### config.mk
export PLATFORM = sky130hd
export DESIGN_NAME = mux_bus_port
export DESIGN_NICKNAME = d
export VERILOG_FILES = /design/src/rtl/mbp_pkg.sv /design/src/rtl/mbp_sync.sv /design/src/rtl/mbp_strobe_map.sv /design/src/rtl/mbp_ctrl.sv /design/src/rtl/mux_bus_port.sv
export SDC_FILE = /design/constraint.sdc
export NUM_CORES = 1
export LEC_CHECK = 0
export BUFFER_PORTS_ARGS = -buffer_cell sky130_fd_sc_hd__clkbuf_2
export CORE_ASPECT_RATIO = 0.7
export CORE_MARGIN = 5
export CORE_UTILIZATION = 52
export DETAILED_ROUTE_END_ITERATION = 10
export PLACE_DENSITY = 0.92
export SYNTH_ARGS = -nofsm -noshare
export SYNTH_HDL_FRONTEND = slang
export SYNTH_SLANG_ARGS = --single-unit
### constraint.sdc
create_clock -name clk -period 3.75 [get_ports clk]
set_input_delay 0.5625 -clock clk [delete_from_list [all_inputs] [get_ports clk]]
set_output_delay 0.5625 -clock clk [all_outputs]
set_load 0.02 [all_outputs]
### src/rtl/mbp_pkg.sv
package mbp_pkg;
    typedef enum logic [2:0] {
        ST_IDLE,
        ST_ADDR,
        ST_ARMED,
        ST_READ,
        ST_WRITE
    } bus_state_t;

    localparam logic MODE_STROBE_PAIR = 1'b0;
    localparam logic MODE_DATA_STROBE = 1'b1;
endpackage

### src/rtl/mbp_sync.sv
module mbp_sync #(
    parameter int WIDTH  = 1,
    parameter int STAGES = 2
) (
    input  logic             clk,
    input  logic             rst_n,
    input  logic [WIDTH-1:0] d_i,
    output logic [WIDTH-1:0] q_o
);
    logic [WIDTH-1:0] stage_q [STAGES];

    for (genvar s = 0; s < STAGES; s++) begin : g_stage
        if (s == 0) begin : g_first
            always_ff @(posedge clk or negedge rst_n) begin
                if (!rst_n) stage_q[s] <= '0;
                else        stage_q[s] <= d_i;
            end
        end else begin : g_next
            always_ff @(posedge clk or negedge rst_n) begin
                if (!rst_n) stage_q[s] <= '0;
                else        stage_q[s] <= stage_q[s-1];
            end
        end
    end

    assign q_o = stage_q[STAGES-1];
endmodule

### src/rtl/mbp_strobe_map.sv
module mbp_strobe_map
    import mbp_pkg::*;
(
    input  logic mode_i,
    input  logic strb_a_s,
    input  logic strb_b_s,
    output logic rd_act_o,
    output logic wr_act_o
);
    always_comb begin
        if (mode_i == MODE_DATA_STROBE) begin
            rd_act_o = strb_a_s &  strb_b_s;
            wr_act_o = strb_a_s & ~strb_b_s;
        end else begin
            rd_act_o = ~strb_a_s;
            wr_act_o = ~strb_b_s & strb_a_s;
        end
    end
endmodule

### src/rtl/mbp_ctrl.sv
module mbp_ctrl
    import mbp_pkg::*;
#(
    parameter int DW       = 8,
    parameter int NUM_REGS = 4
) (
    input  logic          clk,
    input  logic          rst_n,
    input  logic          ale_s,
    input  logic          rd_act,
    input  logic          wr_act,
    input  logic [DW-1:0] bus_d,
    input  logic [DW-1:0] rdata_i,
    output logic [DW-1:0] addr_o,
    output logic [DW-1:0] wdata_o,
    output logic          we_o,
    output logic          re_o,
    output logic [DW-1:0] bus_out_o,
    output logic          bus_oe_o
);
    localparam logic [DW-1:0] LIMIT = DW'(NUM_REGS);

    bus_state_t    state_q, state_d;
    logic [DW-1:0] addr_q, wdata_q;
    logic          we_q, re_q;
    logic          hit;

    assign hit = (addr_q < LIMIT);

    always_ff @(posedge clk or negedge rst_n) begin
        if (!rst_n) state_q <= ST_IDLE;
        else        state_q <= state_d;
    end

    always_comb begin
        state_d = state_q;
        unique case (state_q)
            ST_IDLE:  if (ale_s)       state_d = ST_ADDR;
            ST_ADDR:  if (!ale_s)      state_d = ST_ARMED;
            ST_ARMED: begin
                if (ale_s)             state_d = ST_ADDR;
                else if (rd_act)       state_d = ST_READ;
                else if (wr_act)       state_d = ST_WRITE;
            end
            ST_READ:  if (!rd_act)     state_d = ST_ARMED;
            ST_WRITE: if (!wr_act)     state_d = ST_ARMED;
            default:                   state_d = ST_IDLE;
        endcase
    end

    always_ff @(posedge clk or negedge rst_n) begin
        if (!rst_n) begin
            addr_q  <= '0;
            wdata_q <= '0;
            we_q    <= 1'b0;
            re_q    <= 1'b0;
        end else begin
            if (state_q == ST_ADDR && !ale_s)
                addr_q <= bus_d;
            if (state_q == ST_WRITE && wr_act)
                wdata_q <= bus_d;
            we_q <= (state_q == ST_WRITE) && !wr_act && hit;
            re_q <= (state_q == ST_ARMED) && !ale_s && rd_act && hit;
        end
    end

    always_comb begin
        addr_o    = addr_q;
        wdata_o   = wdata_q;
        we_o      = we_q;
        re_o      = re_q;
        bus_oe_o  = (state_q == ST_READ);
        bus_out_o = (bus_oe_o && hit) ? rdata_i : '0;
    end

    AST_WE_SINGLE:  assert property (@(posedge clk) disable iff (!rst_n) we_o |=> !we_o);
    AST_RE_SINGLE:  assert property (@(posedge clk) disable iff (!rst_n) re_o |=> !re_o);
    AST_WE_IMPL:    assert property (@(posedge clk) disable iff (!rst_n) we_o |-> (addr_o < LIMIT));
    AST_RE_IMPL:    assert property (@(posedge clk) disable iff (!rst_n) re_o |-> (addr_o < LIMIT));
    AST_OE_RELEASE: assert property (@(posedge clk) disable iff (!rst_n) $fell(rd_act) |=> !bus_oe_o);
    AST_ADDR_HOLD:  assert property (@(posedge clk) disable iff (!rst_n) (bus_oe_o && $past(bus_oe_o)) |-> $stable(addr_o));
    AST_NO_WE_READ: assert property (@(posedge clk) disable iff (!rst_n) bus_oe_o |-> !we_o);
endmodule

### src/rtl/mux_bus_port.sv
module mux_bus_port
    import mbp_pkg::*;
#(
    parameter int DW       = 8,
    parameter int NUM_REGS = 4,
    parameter int SYNC_LEN = 2
) (
    input  logic          clk,
    input  logic          rst_n,
    input  logic          mode_i,
    input  logic          ale_i,
    input  logic          strb_a_i,
    input  logic          strb_b_i,
    input  logic [DW-1:0] bus_in_i,
    output logic [DW-1:0] bus_out_o,
    output logic          bus_oe_o,
    output logic [DW-1:0] reg_addr_o,
    output logic [DW-1:0] reg_wdata_o,
    output logic          reg_we_o,
    output logic          reg_re_o,
    input  logic [DW-1:0] reg_rdata_i
);
    logic [2:0]    pins_s;
    logic [DW-1:0] bus_d;
    logic          rd_act, wr_act;

    mbp_sync #(.WIDTH(3), .STAGES(SYNC_LEN)) u_pin_sync (
        .clk   (clk),
        .rst_n (rst_n),
        .d_i   ({ale_i, strb_a_i, strb_b_i}),
        .q_o   (pins_s)
    );

    mbp_sync #(.WIDTH(DW), .STAGES(SYNC_LEN)) u_bus_align (
        .clk   (clk),
        .rst_n (rst_n),
        .d_i   (bus_in_i),
        .q_o   (bus_d)
    );

    mbp_strobe_map u_map (
        .mode_i   (mode_i),
        .strb_a_s (pins_s[1]),
        .strb_b_s (pins_s[0]),
        .rd_act_o (rd_act),
        .wr_act_o (wr_act)
    );

    mbp_ctrl #(.DW(DW), .NUM_REGS(NUM_REGS)) u_ctrl (
        .clk       (clk),
        .rst_n     (rst_n),
        .ale_s     (pins_s[2]),
        .rd_act    (rd_act),
        .wr_act    (wr_act),
        .bus_d     (bus_d),
        .rdata_i   (reg_rdata_i),
        .addr_o    (reg_addr_o),
        .wdata_o   (reg_wdata_o),
        .we_o      (reg_we_o),
        .re_o      (reg_re_o),
        .bus_out_o (bus_out_o),
        .bus_oe_o  (bus_oe_o)
    );
endmodule

==> results.cfg, run 1 <==
[floorplan]
core_um2 = 2780
io_pins = 49
placement_rows = 16
die_y_um = 54.8
die_area_um2 = 4060
initial_core_util_pct = 53.6
fp.dieW_um = 74.0

[critical_path]
cp_max_fo = 8
slowest_stage = dfrtp_1
path_delay_family = simple AND/OR/NAND/NOR gates
critical_path_required_ps = 3190
crit_type = reg2out
end_kind = output pin
max_stage_delay_ps = 410
cp.arrival_ps = 1720
path_buf_inv = 1
start_kind = flop
path_cells = nor4_1 -> and4bb_2 -> and2_1 -> clkbuf_2

[hold_path]
min_path_type = reg2reg

[run_status]
status = finished, final reports clean

[cells_and_area]
layout-drive-gt1-share_pct = 49.3
nets = 169
fin_util_pct = 66.6
area_delta_synth_final_pct = 24.2
num_antenna_cells = 0

[sta]
slew_headroom_pct = 34.1
final.setup.worst_slack_ps = 1470
final.min_clock_period_ps = 2280
setup_viol = 0
skew_ps = 7.72
fmax_ghz = 0.438
finalCritPeriodShare_pct = 60.8
tns_ps = 0
max_slew.worst_pin.slew_ps = 988
rsz0062_at_grt = no
hold_violations = 0
drv_slew = 0

[placed_design]
dp_hpwl_um = 2030
place_ws_ps = 1780
io_buffers = 48
gp_congestion = 0.754

[detailed_routing]
ant_nets = 0
drt_iter0_drc = 30
firstDrtPassIters = 4
vias = 886
wl_per_cell_um = 14.9
drc_errors = 0
drt_wl_total_um = 2750
routed_via_density = 4.82

[pwr]
p_leak_nw = 0.942
ir_worst_vdd_v = 0.000500
pwr_density_cell_nw_per_um2 = 664

[synthesis]
synthesis.nets = 117
syn_avg_cell_area_um2 = 15.7
synth_warnings = 0
yosysTopAreaCell = dfrtp_1
syn_area_um2 = 1490
yosysTopAreaCellShare_pct = 72.1
synthCells = 95
ys_seq_area_share_pct = 72.1
synth_cell_type_count = 21
ys_ff_latch = 43
synthTopCellsByArea = dfrtp_1, mux2_2, and2_1, nor4b_4, nor2_1

[global_route]
grt-ovfl-total = 0
grt_max_degree = 44
grt_pass1_wl_um = 4490
grt_use_total_pct = 15.8
grt_antenna_before_repair = 0
grt_pass1_vias = 949

[cts]
cts_tree = done
cts_max_level = 2
cts_made_buffers = 5
clock_sinks = 43
worstSkewPairLatency_ps = 300
cts_buffer_depth = 2
cts-root-buf = clkbuf_8
cts_resized = 0
post_cts_buffers = 0
clk_pin_slew_ps = 70
cts_hold_buf = 0

[flow_run]
cap_viol_max_count = 0
==> cell families (layout without fill, tap and decap cells) <==
family / count (synthesis) / after routing / synth area share [%]
muxes: 17 / 17 / 12.7
and+or+nand+nor: 28 / 28 / 12.0
DFF: 43 / 43 / 72.1
buffers and inverters: 3 / 56 / 1.59
AOI/OAI and AO/OA: 4 / 4 / 1.59
==> layer usage <==
metal / share of wire (%) / global-route usage, %
met5: 0 / 0
met3: 7.0 / 8.07
met4: 0.69 / 5.42
met1: 41 / 17.8
met2: 52 / 26.3
==> through the flow <==
stage / hold WS, ps / std cells / power, W / instance area, um2
2_1_floorplan: 267 / 95 / 0.000819 / 1490
3_3_place_gp: 331 / 176 / 0.000916 / 1750
3_5_place_dp: 335 / 176 / 0.000930 / 1750
4_1_cts: 351 / 184 / 0.00124 / 1850
5_1_grt: 353 / 184 / 0.00130 / 1850
6_report: 351 / 184 / 0.00123 / 1850
==> cells in the final DEF (no fill, tap or decap) <==
master,count
a21oi_1,1
a221oi_1,1
and2_1,8
and3_1,1
and4bb_2,1
clkbuf_1,1
clkbuf_2,48
clkbuf_8,7
dfrtp_1,43
mux2_2,16
mux2i_1,1
nand2_1,4
nand2b_1,2
nor2_1,5
nor2b_1,2
nor3_1,1
nor3b_1,1
nor4_1,1
nor4b_1,1
nor4b_4,1
o21ai_0,2
==> where the power goes <==
part | switching, W | internal, W
Clock | 0.000146 | 0.000168
Combinational | 0.000169 | 0.000132
Sequential | 0.0000709 | 0.000547
Total | 0.000386 | 0.000846
==> path summary, 6_finish.rpt <==
check | startpoint | to | slack, ps | cells past startpoint
max | u_ctrl.addr_o[5] | bus_out_o[5] | 1470 | 4
min | u_bus_align.stage_q[9] | u_bus_align.q_o[1] | 350 | 0
max reg2reg | u_ctrl.state_q[2] | u_ctrl.wdata_o[6] | 2110 | 3
min reg2reg | u_bus_align.stage_q[9] | u_bus_align.q_o[1] | 350 | 0
max in group asynchronous | rst_n | u_bus_align.q_o[4] | 2730 | 1
min in group asynchronous | rst_n | u_ctrl.wdata_o[7] | 420 | 1
==> layout make-up <==
type                            instances  area, um2
Multi-Input combinational cell         49        393
Clock buffer                            8        100
Sequential cell                        43       1080
Fill cell                             193        928
Tap cell                               36       45.0
Timing Repair Buffer                   48        240
==> flip-flops by register name (all words and copies together), names as in the netlist <==
register             cells
u_bus_align.q_o          8
u_ctrl.re_o              1
u_ctrl.state_q           3
u_ctrl.addr_o            8
u_bus_align.stage_q      8
u_ctrl.wdata_o           8
u_pin_sync.stage_q       3
u_ctrl.we_o              1
u_pin_sync.q_o           3
==> synth_stat cells, drive strengths merged <==
cell	instances
a221oi	1
mux2i	1
and2	8
buf	3
nor2	5
nand2	4
a21oi	1
nor3b	1
nor3	1
nor2b	2
o21ai	2
dfrtp	43
nor4	1
nor4b	2
and4bb	1
nand2b	2
and3	1
mux2	16
(Power assumes the default switching activity.)
==> run 2, diff against run 1 <==
--- a/config.mk
+++ b/config.mk
@@ -5,12 +5,13 @@
 export SDC_FILE = /design/constraint.sdc
 export NUM_CORES = 1
 export LEC_CHECK = 0
+export ABC_AREA = 1
 export BUFFER_PORTS_ARGS = -buffer_cell sky130_fd_sc_hd__clkbuf_2
 export CORE_ASPECT_RATIO = 0.7
 export CORE_MARGIN = 5
-export CORE_UTILIZATION = 52
+export CORE_UTILIZATION = 50
 export DETAILED_ROUTE_END_ITERATION = 10
-export PLACE_DENSITY = 0.92
+export PLACE_DENSITY = 0.88
 export SYNTH_ARGS = -nofsm -noshare
 export SYNTH_HDL_FRONTEND = slang
 export SYNTH_SLANG_ARGS = --single-unit
==> constraint.sdc (replaced) <==
create_clock -name clk -period 2.2 [get_ports clk]
set_input_delay 0.33 -clock clk [delete_from_list [all_inputs] [get_ports clk]]
set_output_delay 0.33 -clock clk [all_outputs]
set_load 0.02 [all_outputs]
==> results.cfg, run 2 <==
[sta]
final.min_clock_period_ps = 1890
fmax_ghz = 0.529
hold_violations = 0
drv_slew = 0
skew_ps = 4.18
tns_ps = 0
rsz0062_at_grt = no
final.setup.worst_slack_ps = 309
setup_viol = 0
finalCritPeriodShare_pct = 85.9
slew_headroom_pct = 66.1
max_slew.worst_pin.slew_ps = 509

[critical_path]
cp_max_fo = 8
start_kind = flop
max_stage_delay_ps = 470
end_kind = output pin
critical_path_required_ps = 1870
path_buf_inv = 1
path_cells = nand2_1 -> nor2_4 -> nand4_2 -> nor2_1 -> clkbuf_2
worstReg2RegStart = u_ctrl.state_q[2]
crit_end = bus_out_o[5]
slowest_stage = dfrtp_1
crit_start = u_ctrl.state_q[1]
cp.arrival_ps = 1560
r2r_end = u_ctrl.addr_o[1]
ff2ff_path_depth = 4
path_delay_family = simple AND/OR/NAND/NOR gates
cp.depth = 5
r2r_setup_slack_ps = 780
crit_type = reg2out

[detailed_routing]
met2_length_um = 1400
vias = 1177
drt_wl_total_um = 3060
routed_via_density = 4.80
routed.top_layer = met4
ant_nets = 0
wl_met3_um = 309
firstDrtPassIters = 4
drt_iter0_drc = 49
wl_per_cell_um = 12.5
wl_met1_um = 1310
drc_errors = 0

[floorplan]
io_pins = 49
fp.dieW_um = 78.7
initial_core_util_pct = 52.2
die_y_um = 58.1
placement_rows = 17
core_um2 = 3170
die_area_um2 = 4570

[cells_and_area]
multiInputGateArea_um2 = 464
area_delta_synth_final_pct = 21.8
ff_latch_area_um2 = 1080
nets = 229
num_antenna_cells = 0
most-common-layout-cells = clkbuf_2, dfrtp_1, nand2_1, inv_1, nor2_1
final_area_um2 = 2010
fin_util_pct = 63.5
fillers = 260
final_common_cell = clkbuf_2
layout-drive-gt1-share_pct = 38.2

[global_route]
grt-ovfl-total = 0
grt_pass1_wl_um = 5220
grt_pass1_vias = 1183
grt_use_total_pct = 15.3
grt_antenna_before_repair = 0
grt_max_degree = 44

[hold_path]
min_path_type = in2async

[cts]
cts_hold_buf = 0
clock_sinks = 43
cts_max_level = 2
worstSkewPairLatency_ps = 290
cts-root-buf = clkbuf_8
post_cts_buffers = 0
cts_made_buffers = 5
cts_buffer_depth = 2
cts_tree = done
cts_resized = 0
clk_pin_slew_ps = 80

[pwr]
p_clk_share_pct = 22.2
pwr_density_cell_nw_per_um2 = 1100
seqPwrFrac_pct = 45.9
p_leak_nw = 1.10
power.total_w = 0.00222
p_sw_share_pct = 36.7
power.share.combinational_pct = 31.9
netSwitchingPower_w = 0.000817
p_int_w = 0.00141
ir_worst_vdd_v = 0.000678

[synthesis]
ys_ff_latch = 43
synth_commonest_cells = dfrtp_1, nand2_1, inv_1, nor2_1
syn_area_um2 = 1650
synthTopCellsByArea = dfrtp_1, nand2_1, inv_1, o21ai_2, nor2_1
yosysTopAreaCellShare_pct = 65.1
synth_warnings = 0
synthMostInstantiatedCell = dfrtp_1
syn_avg_cell_area_um2 = 10.8
yosysTopAreaCell = dfrtp_1
ys_seq_area_share_pct = 65.1
synth-edff-count = 0
synthesis.nets = 175
synthCells = 153
synth-async-reset-ratio_pct = 100
synth_cell_type_count = 19
synth_top_flop_cell = dfrtp_1

[run_status]
status = finished, final reports clean

[flow_run]
cap_viol_max_count = 0

[placed_design]
placed_area_um2 = 1930
gp_congestion = 0.791
place_ws_ps = 626
dp_hpwl_um = 2320
io_buffers = 48
-- run 2: cell count changes after synthesis, sizes merged, moves of 8 or more --
cell	before	now
nand2	4	32
o21ai	2	18
mux2	16	0
and2	8	0
nor2	5	19
inv	0	24
nand3	0	10
-- run 2: how the worst min path moves through the flow --
stage | startpoint | cells past startpoint | endpoint
floorplan | rst_n | 0 | u_bus_align.q_o[0]
global placement | u_bus_align.stage_q[10] | 0 | u_bus_align.q_o[2]
detailed placement | u_bus_align.stage_q[14] | 0 | u_bus_align.q_o[6]
CTS | rst_n | 2 | u_bus_align.q_o[7]
global route | bus_in_i[4] | 1 | u_bus_align.stage_q[12]
finish | rst_n | 2 | u_bus_align.q_o[7]
-- run 2: per-stage QoR --
stage | hold WS, ps | cells
4_1_cts | 105 | 245
2_1_floorplan | 34.4 | 153
3_3_place_gp | 331 | 238
6_report | 91.7 | 245
3_5_place_dp | 336 | 238
5_1_grt | 121 | 245
-- run 2: per-layer routing --
metal  up-vias  track usage, %
met5         -               0
met4         0            5.99
met3         6            7.14
met2        45            23.8
met1       544            18.6
li1        582               -
-- run 2: final cells by class --
class	instances	area share, %
flip-flops and latches	43	53.4
multi-input cells	84	23.1
repair buffers	49	12.3
inverters	24	4.47
clock buffers	6	4.10
well taps	38	2.36
clock inverters	1	0.249
-- run 2: logic make-up after synthesis --
kind of cell | synth area share (%)
simple gates | 20.4
buf+inv | 6.81
compound gates | 7.72
flops | 65.1
-- run 2: power groups by stage --
stage          Sequential, W  Clock [W]  Combinational (W)
4_1_cts              0.00102   0.000512           0.000722
2_1_floorplan        0.00113          0           0.000403
3_3_place_gp         0.00103          0           0.000702
5_1_grt              0.00104   0.000550           0.000788
6_report             0.00102   0.000495           0.000709
3_5_place_dp         0.00104          0           0.000718
==> run 3, diff against run 2 <==
--- a/config.mk
+++ b/config.mk
@@ -11,6 +11,7 @@
 export CORE_MARGIN = 5
 export CORE_UTILIZATION = 50
 export DETAILED_ROUTE_END_ITERATION = 10
+export GPL_TIMING_DRIVEN = 0
 export PLACE_DENSITY = 0.88
 export SYNTH_ARGS = -nofsm -noshare
 export SYNTH_HDL_FRONTEND = slang
==> results.cfg, run 3 (synthesized netlist as in run 2, its figures left out) <==
[cts]
cts_made_buffers = 5
cts_hold_buf = 0
cts_resized = 0
cts_tree = done
cts-root-buf = clkbuf_8
cts_buffer_depth = 2
cts_max_level = 2
clock_sinks = 43
clk_pin_slew_ps = 80
worstSkewPairLatency_ps = 290
post_cts_buffers = 0

[sta]
final.min_clock_period_ps = 1930
drv_slew = 0
finalCritPeriodShare_pct = 87.5
max_slew.worst_pin.slew_ps = 1010
rsz0062_at_grt = no
hold_violations = 0
fmax_ghz = 0.519
slew_headroom_pct = 32.8
skew_ps = 4.19
tns_ps = 0
setup_viol = 0

[critical_path]
crit_type = reg2out
end_kind = output pin
critical_path_required_ps = 1870
start_kind = flop
cp.arrival_ps = 1600
cp_max_fo = 8

[pwr]
p_leak_nw = 1.12
pwr_density_cell_nw_per_um2 = 1140
ir_worst_vdd_v = 0.000635

[cells_and_area]
final_common_cell = clkbuf_2
nets = 230
fillers = 258
layout-drive-gt1-share_pct = 38.8
final_area_um2 = 2050
area_delta_synth_final_pct = 24.2
most-common-layout-cells = clkbuf_2, dfrtp_1, nand2_1, inv_1, nor2_1
num_antenna_cells = 0

[placed_design]
io_buffers = 48
dp_hpwl_um = 2200
gp_congestion = 0.789
placed_area_um2 = 1940

[detailed_routing]
drt_iter0_drc = 92
drt_wl_total_um = 3040
wl_per_cell_um = 12.3
routed_via_density = 4.83
drc_errors = 0
firstDrtPassIters = 4
ant_nets = 0
vias = 1192

[floorplan]
placement_rows = 17
die_y_um = 58.1
die_area_um2 = 4570
io_pins = 49
initial_core_util_pct = 52.2
fp.dieW_um = 78.7
core_um2 = 3170

[global_route]
grt_pass1_wl_um = 5260
grt_max_degree = 44
grt_pass1_vias = 1207
grt-ovfl-total = 0
grt_use_total_pct = 15.1
grt_antenna_before_repair = 0

[run_status]
status = finished, final reports clean

[hold_path]
min_path_type = in2reg

[flow_run]
cap_viol_max_count = 0
[run 3: final timing paths]
path	cells past startpoint	slack, ps	to	startpoint
min reg2reg	0	350	u_bus_align.q_o[0]	u_bus_align.stage_q[8]
min in group asynchronous	1	190	u_ctrl.wdata_o[3]	rst_n
max in group asynchronous	1	1390	u_ctrl.wdata_o[2]	rst_n
max	5	270	bus_out_o[3]	u_ctrl.state_q[1]
max reg2reg	5	830	u_ctrl.addr_o[5]	u_ctrl.state_q[2]
min	1	140	u_bus_align.stage_q[9]	bus_in_i[1]
[run 3: area by class of cell]
class | count | area [um2] | area share (%)
plain buffers | 2 | 22.5 | 1.10
clock buffers | 5 | 68.8 | 3.35
clock inverters | 3 | 43.8 | 2.13
inverters | 24 | 90.1 | 4.39
multi-input cells | 84 | 464 | 22.6
flip-flops and latches | 43 | 1080 | 52.4
well taps | 38 | 47.5 | 2.32
repair buffers | 48 | 240 | 11.7
[run 3: power breakdown]
| group | internal [W] | switching [W] | total (W) |
|---|---|---|---|
| sequential | 0.000920 | 0.000104 | 0.00102 |
| combinational | 0.000249 | 0.000468 | 0.000717 |
| clock | 0.000338 | 0.000258 | 0.000596 |
| total | 0.00151 | 0.000830 | 0.00234 |
[run 3: routing by layer]
layer	vias to the layer above	share of wire, %	global-route usage [%]
met3	8	8.9	6.52
met4	0	1.6	6.73
met1	557	44	17.8
met5	-	0	0
li1	586	-	-
met2	41	46	24.3
[run 3: metrics by stage]
stage	setup slack [ps]	hold slack [ps]	total power (W)	utilization, %	cells
floorplan	657	34.4	0.00153	-	153
global placement	621	331	0.00174	61.2	239
detailed placement	592	335	0.00176	61.2	239
CTS	254	120	0.00237	64.8	247
global route	105	118	0.00249	64.8	247
finish	275	138	0.00234	64.8	247
[run 3: worst max-delay path: stages (launching register included)]
cell      delay, ps
dfrtp_1         470
nand2_1         120
nor2_4          140
nand4_2         200
nor2_1          170
clkbuf_2        190
